==> src/rtl/nif_pkg.sv <==
package nif_pkg;

    typedef enum logic [1:0] {
        MK_REQ = 2'd0,
        MK_RSP = 2'd1,
        MK_NAK = 2'd2,
        MK_BAD = 2'd3
    } msg_kind_e;

    function automatic int unsigned id_width(input int unsigned n);
        return (n < 2) ? 1 : $clog2(n);
    endfunction

endpackage

==> src/rtl/nif_fifo.sv <==
module nif_fifo #(
    parameter int unsigned W     = 8,
    parameter int unsigned DEPTH = 2
) (
    input  logic         clk,
    input  logic         rst,
    input  logic         push,
    input  logic [W-1:0] din,
    input  logic         pop,
    output logic [W-1:0] dout,
    output logic         empty,
    output logic         full
);
    localparam int unsigned AW = nif_pkg::id_width(DEPTH);
    localparam int unsigned CW = $clog2(DEPTH + 1);

    logic [W-1:0]  mem [DEPTH];
    logic [AW-1:0] wr_ptr, rd_ptr;
    logic [CW-1:0] fill;

    wire do_push = push && !full;
    wire do_pop  = pop && !empty;

    function automatic logic [AW-1:0] bump(input logic [AW-1:0] p);
        return (p == AW'(DEPTH - 1)) ? '0 : p + AW'(1);
    endfunction

    always_ff @(posedge clk) begin
        if (rst) begin
            wr_ptr <= '0;
            rd_ptr <= '0;
            fill   <= '0;
        end else begin
            if (do_push) begin
                mem[wr_ptr] <= din;
                wr_ptr      <= bump(wr_ptr);
            end
            if (do_pop)
                rd_ptr <= bump(rd_ptr);
            if (do_push && !do_pop)
                fill <= fill + CW'(1);
            else if (do_pop && !do_push)
                fill <= fill - CW'(1);
        end
    end

    assign dout  = mem[rd_ptr];
    assign empty = (fill == '0);
    assign full  = (fill == CW'(DEPTH));
endmodule

==> src/rtl/nif_credit_tbl.sv <==
module nif_credit_tbl #(
    parameter int unsigned P       = 4,
    parameter int unsigned K       = 2,
    parameter int unsigned NODE_ID = 0,
    localparam int unsigned IDW    = nif_pkg::id_width(P),
    localparam int unsigned CNTW   = $clog2(K + 1)
) (
    input  logic           clk,
    input  logic           rst,
    input  logic [IDW-1:0] chk_id,
    output logic           chk_ok,
    input  logic           take,
    input  logic [IDW-1:0] take_id,
    input  logic           give,
    input  logic [IDW-1:0] give_id
);
    logic [CNTW-1:0] held [P];

    always_ff @(posedge clk) begin
        if (rst) begin
            for (int n = 0; n < P; n++) held[n] <= '0;
        end else begin
            for (int n = 0; n < P; n++) begin
                if (take && take_id == IDW'(n) && !(give && give_id == IDW'(n)))
                    held[n] <= held[n] + CNTW'(1);
                else if (give && give_id == IDW'(n) && !(take && take_id == IDW'(n))
                         && held[n] != '0)
                    held[n] <= held[n] - CNTW'(1);
            end
        end
    end

    always_comb begin
        chk_ok = 1'b0;
        if (int'(chk_id) < P && chk_id != IDW'(NODE_ID))
            chk_ok = (held[chk_id] < CNTW'(K));
    end
endmodule

==> src/rtl/nif_issue_limit.sv <==
module nif_issue_limit #(
    parameter int unsigned K    = 2,
    localparam int unsigned CNTW = $clog2(K + 1)
) (
    input  logic            clk,
    input  logic            rst,
    input  logic            inc,
    input  logic            dec,
    output logic [CNTW-1:0] count,
    output logic            room
);
    always_ff @(posedge clk) begin
        if (rst)
            count <= '0;
        else if (inc && !dec)
            count <= count + CNTW'(1);
        else if (dec && !inc && count != '0)
            count <= count - CNTW'(1);
    end

    assign room = (count < CNTW'(K));
endmodule

==> src/rtl/nif_out_arb.sv <==
module nif_out_arb
    import nif_pkg::*;
#(
    parameter int unsigned IDW = 2,
    parameter int unsigned DW  = 8
) (
    input  logic           nak_v,
    input  logic [IDW-1:0] nak_node,
    input  logic [DW-1:0]  nak_data,
    input  logic           rsp_v,
    input  logic [IDW-1:0] rsp_node,
    input  logic [DW-1:0]  rsp_data,
    input  logic           req_v,
    input  logic [IDW-1:0] req_node,
    input  logic [DW-1:0]  req_data,
    input  logic           out_ready,
    output logic           out_valid,
    output logic [1:0]     out_kind,
    output logic [IDW-1:0] out_node,
    output logic [DW-1:0]  out_data,
    output logic           nak_pop,
    output logic           rsp_pop,
    output logic           req_pop
);
    always_comb begin
        out_valid = nak_v || rsp_v || req_v;
        nak_pop   = 1'b0;
        rsp_pop   = 1'b0;
        req_pop   = 1'b0;
        if (nak_v) begin
            out_kind = MK_NAK;
            out_node = nak_node;
            out_data = nak_data;
            nak_pop  = out_ready;
        end else if (rsp_v) begin
            out_kind = MK_RSP;
            out_node = rsp_node;
            out_data = rsp_data;
            rsp_pop  = out_ready;
        end else begin
            out_kind = MK_REQ;
            out_node = req_node;
            out_data = req_data;
            req_pop  = out_ready && req_v;
        end
    end
endmodule

==> src/rtl/nif_buffer_mgr.sv <==
module nif_buffer_mgr
    import nif_pkg::*;
#(
    parameter int unsigned P       = 4,
    parameter int unsigned K       = 2,
    parameter int unsigned DW      = 8,
    parameter int unsigned NODE_ID = 0
) (
    input  logic                     clk,
    input  logic                     rst,
    input  logic                     lreq_valid,
    output logic                     lreq_ready,
    input  logic [id_width(P)-1:0]   lreq_node,
    input  logic [DW-1:0]            lreq_data,
    input  logic                     lrsp_valid,
    output logic                     lrsp_ready,
    input  logic [id_width(P)-1:0]   lrsp_node,
    input  logic [DW-1:0]            lrsp_data,
    output logic                     nout_valid,
    input  logic                     nout_ready,
    output logic [1:0]               nout_kind,
    output logic [id_width(P)-1:0]   nout_node,
    output logic [DW-1:0]            nout_data,
    input  logic                     nin_valid,
    output logic                     nin_ready,
    input  logic [1:0]               nin_kind,
    input  logic [id_width(P)-1:0]   nin_node,
    input  logic [DW-1:0]            nin_data,
    output logic                     creq_valid,
    input  logic                     creq_ready,
    output logic [id_width(P)-1:0]   creq_node,
    output logic [DW-1:0]            creq_data,
    output logic                     crsp_valid,
    input  logic                     crsp_ready,
    output logic [1:0]               crsp_kind,
    output logic [id_width(P)-1:0]   crsp_node,
    output logic [DW-1:0]            crsp_data
);
    localparam int unsigned IDW       = id_width(P);
    localparam int unsigned CNTW      = $clog2(K + 1);
    localparam int unsigned EW        = IDW + DW;
    localparam int unsigned REQ_SLOTS = K * (P - 1);
    localparam int unsigned RSP_SLOTS = K;
    localparam int unsigned NAK_SLOTS = K * (P - 1);
    localparam int unsigned OUT_SLOTS = K;

    // ---------------- outbound request channel ----------------
    logic            issue_room;
    logic [CNTW-1:0] issued_cnt;
    logic            rqo_empty, rqo_full, rqo_pop;
    logic [EW-1:0]   rqo_head;
    wire             lreq_fire = lreq_valid && lreq_ready;

    assign lreq_ready = issue_room && !rqo_full;

    nif_fifo #(.W(EW), .DEPTH(OUT_SLOTS)) u_req_out (
        .clk(clk), .rst(rst),
        .push(lreq_fire), .din({lreq_node, lreq_data}),
        .pop(rqo_pop), .dout(rqo_head),
        .empty(rqo_empty), .full(rqo_full)
    );

    // ---------------- outbound reply channel -------------------
    logic          rpo_empty, rpo_full, rpo_pop;
    logic [EW-1:0] rpo_head;

    assign lrsp_ready = !rpo_full;

    nif_fifo #(.W(EW), .DEPTH(OUT_SLOTS)) u_rsp_out (
        .clk(clk), .rst(rst),
        .push(lrsp_valid && lrsp_ready), .din({lrsp_node, lrsp_data}),
        .pop(rpo_pop), .dout(rpo_head),
        .empty(rpo_empty), .full(rpo_full)
    );

    // ---------------- inbound classification -------------------
    logic credit_ok;
    wire  in_req    = nin_valid && (nin_kind == MK_REQ);
    wire  in_rsp    = nin_valid && (nin_kind == MK_RSP || nin_kind == MK_NAK);
    wire  req_store = in_req && credit_ok;
    wire  req_deny  = in_req && !credit_ok;

    assign nin_ready = 1'b1;

    // ---------------- NACK queue --------------------------------
    logic          nak_empty, nak_full, nak_pop;
    logic [EW-1:0] nak_head;

    nif_fifo #(.W(EW), .DEPTH(NAK_SLOTS)) u_nak_out (
        .clk(clk), .rst(rst),
        .push(req_deny && !nak_full), .din({nin_node, nin_data}),
        .pop(nak_pop), .dout(nak_head),
        .empty(nak_empty), .full(nak_full)
    );

    // ---------------- inbound request queue + credits ----------
    logic          rqi_empty, rqi_full;
    logic [EW-1:0] rqi_head;
    wire           creq_fire = creq_valid && creq_ready;

    nif_credit_tbl #(.P(P), .K(K), .NODE_ID(NODE_ID)) u_credit (
        .clk(clk), .rst(rst),
        .chk_id(nin_node), .chk_ok(credit_ok),
        .take(req_store), .take_id(nin_node),
        .give(creq_fire), .give_id(creq_node)
    );

    nif_fifo #(.W(EW), .DEPTH(REQ_SLOTS)) u_req_in (
        .clk(clk), .rst(rst),
        .push(req_store), .din({nin_node, nin_data}),
        .pop(creq_fire), .dout(rqi_head),
        .empty(rqi_empty), .full(rqi_full)
    );

    assign creq_valid = !rqi_empty;
    assign {creq_node, creq_data} = rqi_head;

    // ---------------- inbound response queue --------------------
    logic            rsi_empty, rsi_full;
    logic [EW:0]     rsi_head;
    wire             crsp_fire = crsp_valid && crsp_ready;

    nif_fifo #(.W(EW + 1), .DEPTH(RSP_SLOTS)) u_rsp_in (
        .clk(clk), .rst(rst),
        .push(in_rsp && !rsi_full),
        .din({nin_kind == MK_NAK, nin_node, nin_data}),
        .pop(crsp_fire), .dout(rsi_head),
        .empty(rsi_empty), .full(rsi_full)
    );

    assign crsp_valid = !rsi_empty;
    assign crsp_kind  = rsi_head[EW] ? MK_NAK : MK_RSP;
    assign {crsp_node, crsp_data} = rsi_head[EW-1:0];

    nif_issue_limit #(.K(K)) u_limit (
        .clk(clk), .rst(rst),
        .inc(lreq_fire), .dec(crsp_fire),
        .count(issued_cnt), .room(issue_room)
    );

    // ---------------- network output arbitration -------------
    nif_out_arb #(.IDW(IDW), .DW(DW)) u_arb (
        .nak_v(!nak_empty), .nak_node(nak_head[EW-1:DW]), .nak_data(nak_head[DW-1:0]),
        .rsp_v(!rpo_empty), .rsp_node(rpo_head[EW-1:DW]), .rsp_data(rpo_head[DW-1:0]),
        .req_v(!rqo_empty), .req_node(rqo_head[EW-1:DW]), .req_data(rqo_head[DW-1:0]),
        .out_ready(nout_ready),
        .out_valid(nout_valid), .out_kind(nout_kind),
        .out_node(nout_node), .out_data(nout_data),
        .nak_pop(nak_pop), .rsp_pop(rpo_pop), .req_pop(rqo_pop)
    );
endmodule

==> config.mk <==
export PLATFORM = sky130hd
export DESIGN_NAME = nif_buffer_mgr
export DESIGN_NICKNAME = d
export VERILOG_FILES = /design/src/rtl/nif_pkg.sv /design/src/rtl/nif_fifo.sv /design/src/rtl/nif_credit_tbl.sv /design/src/rtl/nif_issue_limit.sv /design/src/rtl/nif_out_arb.sv /design/src/rtl/nif_buffer_mgr.sv
export SDC_FILE = /design/constraint.sdc
export NUM_CORES = 1
export LEC_CHECK = 0
export BUFFER_PORTS_ARGS = -buffer_cell sky130_fd_sc_hd__buf_4
export CELL_PAD_IN_SITES_DETAIL_PLACEMENT = 1
export CELL_PAD_IN_SITES_GLOBAL_PLACEMENT = 1
export CORE_MARGIN = 1
export CORE_UTILIZATION = 52
export CTS_BUF_LIST = sky130_fd_sc_hd__clkbuf_8
export DETAILED_ROUTE_END_ITERATION = 8
export PLACE_DENSITY_LB_ADDON = 0.1
export SYNTH_ARGS = -nofsm -noshare
export SYNTH_HDL_FRONTEND = slang
export SYNTH_SLANG_ARGS = --single-unit
==> constraint.sdc <==
create_clock -name clk -period 3.54 [get_ports clk]
set_clock_uncertainty 0.1 [all_clocks]
set_input_delay 0.177 -clock clk [delete_from_list [all_inputs] [get_ports clk]]
set_output_delay 0.177 -clock clk [all_outputs]
set_load 0.005 [all_outputs]
Word-level counts from Yosys, hierarchy flattened
Memories as Yosys holds them, arrays and structs flattened. A register that Yosys moved wholly into a read port is not among the register bits. Index checks and enable logic that the tools add are counted.

Reductions and logical operators: 109. Multiplexer cells: 98. Eq/ne operators: 17. Bitwise gates (word level): 8. Add/sub/neg operators: 30. Order comparisons: 2.

Operators with widths (number): $mux 1 (64); $logic_and 1x1->1 (55); $mux 2 (20); $mux 3 (12); $logic_not 1->1 (31); $reduce_bool 2->1 (12); $add 3x1->3 const B (6); $eq 3x3->1 const B (6); $add 2x1->2 const B (8); $eq 2x2->1 const B (8); $mux 8 (2); $sub 2x1->2 const B (8); $logic_not 2->1 (6); $or 1x1->1 (8); $add 1x1->1 const B (6); $eq 2x1->1 const B (3); $logic_not 3->1 (2); $sub 3x1->3 const B (2); $lt 2x2->1 const B (2); $logic_or 1x1->1 (3).

RAM bits: 190. Logic and storage cells: 286. Input bits: 40. Register bits: 32. Memories kept: 6.

Memory list: u_nak_out.mem (words 6, bits a word 10, read ports 1, clocked after memory_dff 1, write ports 1, line nif_fifo.sv:17) `logic [W-1:0] mem [DEPTH];`; u_req_in.mem (words 6, bits a word 10, read ports 1, clocked after memory_dff 1, write ports 1, line nif_fifo.sv:17); u_rsp_in.mem (words 2, bits a word 11, read ports 1, clocked after memory_dff 1, write ports 1, line nif_fifo.sv:17); u_req_out.mem (words 2, bits a word 10, read ports 1, clocked after memory_dff 1, write ports 1, line nif_fifo.sv:17); u_rsp_out.mem (words 2, bits a word 10, read ports 1, clocked after memory_dff 1, write ports 1, line nif_fifo.sv:17); u_credit.held (words 4, bits a word 2, read ports 5, clocked after memory_dff 0, write ports 4, line nif_credit_tbl.sv:17) `logic [CNTW-1:0] held [P];`.

Depth between registers and ports, before layout
An unclocked memory read counts as a cell.

Word-level depth: 13. Depth in mapped cells: 12.

Hierarchy
Synthesis repeated with hierarchy kept, for this count alone.

Cells, all modules: 594. Area, all modules: 9435.3 um^2.

Modules (own cells, without submodules): nif_fifo (u_nak_out) (area an instance 2805.2 um^2, cells each 152, times used 1); nif_fifo (u_req_in) (area an instance 2800.2 um^2, cells each 153, times used 1); nif_fifo (u_req_out ...) (area an instance 944.7 um^2, cells each 57, times used 2); nif_fifo (u_rsp_in) (area an instance 1016.0 um^2, cells each 60, times used 1); nif_credit_tbl (area an instance 429.2 um^2, cells each 41, times used 1); nif_out_arb (area an instance 250.2 um^2, cells each 40, times used 1); nif_buffer_mgr (area an instance 131.4 um^2, cells each 21, times used 1); nif_issue_limit (area an instance 113.9 um^2, cells each 13, times used 1).

Least setup slack after synthesis
No wires, ideal clock.

Path type: register to register. From: memory u_credit.held[2][1] in the netlist's numbering. To: memory u_req_in.mem[0][0] in the netlist's numbering (enable). Period minus slack after synthesis: 2695 ps. Slack: 845 ps. Required time: 3033 ps. Data arrival time: 2188 ps. Setup time: 407 ps. Buffers on the path: 0. Stages on the path, launching flop included: 5. Cell sequence: edfxtp_1 > nor3b_1 > a21o_1 > nand2_1 > nor4b_1.

RTL lines (line): from (decl) (nif_credit_tbl.sv:17); to (decl) (nif_fifo.sv:17).

Final worst setup path
From: input nin_node[1]. To: register u_nak_out.fill[2].

Cells in the longest elaborated chain, start to end: 10. Elaborated cells between the ends (all ways): 13. Classes of those cells: order compare: 1; mux: 2; reduce/logical: 9; memory: 1.

RTL lines: from (decl) (line nif_buffer_mgr.sv:27) `input logic [id_width(P)-1:0] nin_node,`; $mem_v2 4x2; $lt 2x2->1 (line nif_credit_tbl.sv:36) `chk_ok = (held[chk_id] < CNTW'(K));`; $mux 1 (*) (line nif_credit_tbl.sv:35) `if (int'(chk_id) < P && chk_id != IDW'(NODE_ID))`; $logic_not 1->1 (*) (line nif_buffer_mgr.sv:81) `wire req_deny = in_req && !credit_ok;`; $logic_and 1x1->1 (*) (line nif_buffer_mgr.sv:81); $logic_and 1x1->1 (*) (line nif_buffer_mgr.sv:91) `.push(req_deny && !nak_full), .din({nin_node, nin_data}),`; $logic_and 1x1->1 (*) (line nif_fifo.sv:21) `wire do_push = push && !full;`; via u_nak_out.do_push (line nif_fifo.sv:21); $logic_not 1->1 (line nif_fifo.sv:42) `else if (do_pop && !do_push)`; $logic_and 1x1->1 (line nif_fifo.sv:42); $reduce_bool 2->1 (no source line); to (signal assigned) (line nif_fifo.sv:41) `fill <= fill + CW'(1);`; to (signal assigned) (line nif_fifo.sv:43) `fill <= fill - CW'(1);`; to (decl) (line nif_fifo.sv:19) `logic [CW-1:0] fill;`.

Mark *: on every way through the listed nets, which the timed path passes. The rest lies on a longest branch. A chain may end at the register's enable or synchronous reset.

==> results by group <==
Global route
  • Vias in the first global route: 6127
  • Initial antenna violation count: 0
  • Largest net degree at the start of global routing: 48
  • Gr usage total: 23.6%
  • Gr ovfl total: 0
  • First-pass GRT wire length: 32600 um

Power
  • Max VDD drop: 0.000404 V
  • Total power divided by cell area: 649 nW/um2
  • LEAKAGE: 3.95 nW
  • Pwr Total: 7.30 mW

Floorplanning
  • Row cnt: 48
  • Core Area: 17400 um2
  • Initial core utilization: 53.5%
  • Ports: 80
  • Die H: 136 um
  • Die X: 136 um
  • Die area: 18500 um2

Placement
  • Detail Placement HPWL: 13500 um
  • Pre-CTS WS: 0.613 ns
  • Routability Congestion: 0.794
  • Placed insts: 897
  • # port buffers: 78

Synthesis
  • Mapped cell area: 9320 um2
  • Netlist cell types: 54
  • Post-Synth Simple-Gate Area: 6.97%
  • Largest family of logic cells by synthesized area: multiplexers
  • Post-synth top cells: 188 x edfxtp_1, 49 x mux2i_1, 41 x dfxtp_1
  • Most instantiated library cell after synthesis: edfxtp_1
  • Yosys warns: 0
  • Mapped Cells: 604
  • Area leader, netlist: edfxtp_1
  • Mux share of post-synthesis cell area: 11.7%
  • Synth top area cells: edfxtp_1 61%, dfxtp_1 8.8%, mux2i_1 5.3%, mux4_2 2.9%, mux4_1 2.3%
  • Post-synthesis adder-cell area fraction: 1.50%
  • Post-synth EDFFs: 188
  • Synth Area in XOR/XNOR: 1.60%
  • Register bit total from synthesis: 229
  • Post-synthesis sequential area ratio: 69.4%
  • Synth Area per Inst: 15.4 um2
  • Synth top area share: 60.6%
  • Synth Area in Compound Gates: 6.36%
  • Post-synth ARST share: 0%
  • Most used DFF post-synth: edfxtp_1
  • Synthesized net count: 654

Critical path
  • Critical path origin: nin_node[1]
  • CP cell instances: dlygate4sd3_1 > buf_4 > mux2i_1 > a21oi_1 > nand2_1 > inv_1 > ha_1 > inv_1 > fa_1 > xor2_1 > or3_1 > a21oi_1
  • CP Class: in -> reg
  • Depth of the worst register-to-register path: 8
  • R2R Setup Slk: 0.59 ns
  • Reg-to-Reg End: u_req_out.fill[1]$_SDFFE_PP0P_
  • CP Data Arrival Time: 3.29 ns
  • Worst Setup End Kind: flip-flop
  • Reg-to-reg startpoint: u_nak_out.fill[0]$_SDFFE_PP0P_
  • Crit path required time: 3.87 ns
  • Delay of the slowest cell on the worst path: 0.54 ns
  • Crit path max fanout: 18
  • Slowest stage cell, crit path: dlygate4sd3_1
  • CP Launch Type: input pin

STA
  • Max-slew headroom: 45.0%
  • Worst setup slack after layout: 0.581 ns
  • Final setup violation count: 0
  • Final Critical Period: 2.96 ns
  • RSZ-0062 raised after global routing: false
  • Fin crit share: 83.6%
  • Hold Vio Cnt, Final: 0
  • Setup tns final: 0 ns
  • Fmax: 338 MHz
  • Least-Margin Pin Slew: 0.824 ns
  • Count of pins over their slew limit: 0

Clock network
  • Post-CTS sizing: 0
  • CTS clk-pin slew, worst paths: 0.05 ns
  • CTS Sinks: 229
  • Max H-tree Level: 2
  • CTS max path bufs: 3
  • Later-pin clock latency in the skew report: 0.52 ns
  • CTS tree: yes
  • Total CTS buffers: 38
  • CTS root buf: clkbuf_8

Route
  • Via/cell ratio: 5.77
  • TritonRoute pass-1 iters: 4
  • Vias post-DR: 5718
  • Drc violations: 0
  • Starting DRT DRC Count: 269
  • Post-route antenna net violation count: 0
  • Overall routed net length: 21100 um
  • Drt wl/cell: 21.3 um

Status
  • Status: finished clean

Cells and area
  • P&R area growth vs syn: 20.7%
  • Fin cells: 991
  • Layout cells sized above 1: 24.4%
  • Ant. Diodes: 0
  • Fillers: 1634
  • Final core occ: 64.6%
  • Nets: 797

Hold path
  • Hold Crit Start: rst
  • Hold EP: u_req_in.fill[1]$_SDFFE_PP0P_
  • Hold Crit Class: in -> reg
  • Worst Hold Depth: 2

Flow run
  • Max-Cap Viols: 0
## layer usage
layer  vias up  routed length [um]  GRT usage (%)
li1       2608                   -              -
met1      2916                9060           30.4
met2       157               10800           40.5
met3        37                 875           3.69
met4         0                 393           8.27
met5         -                   0              0
## cells by family after synthesis
group	Yosys count
simple gates	127
other cells	1
mux	80
compound gates	87
buf+inv	53
xor+xnor	17
flops	229
fa+ha+maj	10
## stage by stage
step | instance area (um2) | hold slack, ns
finish | 11200 | 0.0237
global route | 11200 | 0.0449
CTS | 11200 | 0.000976
detailed placement | 10300 | 0.267
global placement | 10300 | 0.263
floorplan | 9320 | 0.176
## state kept, by name, indices dropped and copies added, names as in the netlist, 2 cells and up, named ones only
signal,cells
u_nak_out.mem,60
u_req_in.mem,60
u_rsp_in.mem,22
u_req_out.mem,20
u_rsp_out.mem,20
u_credit.held,6
u_nak_out.fill,3
u_nak_out.rd_ptr,3
u_nak_out.wr_ptr,3
u_req_in.fill,3
u_req_in.rd_ptr,3
u_req_in.wr_ptr,3
u_limit.count,2
u_req_out.fill,2
u_rsp_in.fill,2
u_rsp_out.fill,2
## worst max path at each step
stage | end | slack (ns) | cells past startpoint
finish | u_nak_out.fill[2]$_SDFFE_PP0P_ | 0.58 | 12
global route | u_nak_out.fill[2]$_SDFFE_PP0P_ | 0.34 | 12
CTS | u_req_out.fill[1]$_SDFFE_PP0P_ | 0.58 | 8
detailed placement | u_req_out.fill[1]$_SDFFE_PP0P_ | 0.61 | 8
global placement | u_req_out.fill[1]$_SDFFE_PP0P_ | 0.70 | 8
floorplan | u_req_in.mem[0][0]$_DFFE_PP_ | 0.85 | 4
## what timing repair did
item,in CTS,in global routing
buffers inserted,0,0
hold buffers,35,0
hold endpoints to repair,187,0
## critical path: cells and delay by family
kind                     cells  cell delay [ns]
multiplexers                 1             0.15
AO/OA/AOI/OAI                2             0.65
adder cells (fa/ha/maj)      2             0.61
AND/OR/NAND/NOR              2             0.61
XOR/XNOR                     1             0.16
buffers and inverters        4             0.92
## power by group
group / total, mW / internal (mW) / switching, mW
clock: 2.06 / 1.08 / 0.975
sequential: 3.34 / 3.12 / 0.226
combinational: 1.90 / 0.953 / 0.943
total: 7.30 / 5.15 / 2.14
## cells in the final DEF, fill, tap and decap left out, types with 13 or more instances in the layout
cell type        n
nand2_1         29
clkbuf_8        39
nor2_1          34
xor2_1          15
dfxtp_1         41
o21ai_0         13
a21oi_1         28
buf_4           97
edfxtp_1       188
inv_1           32
o211ai_1        14
mux2i_1         49
dlygate4sd3_1   35
## final cells by class
type	instances	area (um2)	share of cell area (%)
flip-flops and latches	229	6470	57.5
clock buffers	39	537	4.77
repair buffers	132	1080	9.59
well taps	225	282	2.50
clock inverters	20	110	0.979
inverters	24	91.3	0.812
multi-input cells	322	2690	23.9
Power figures use the tool's default switching activity.
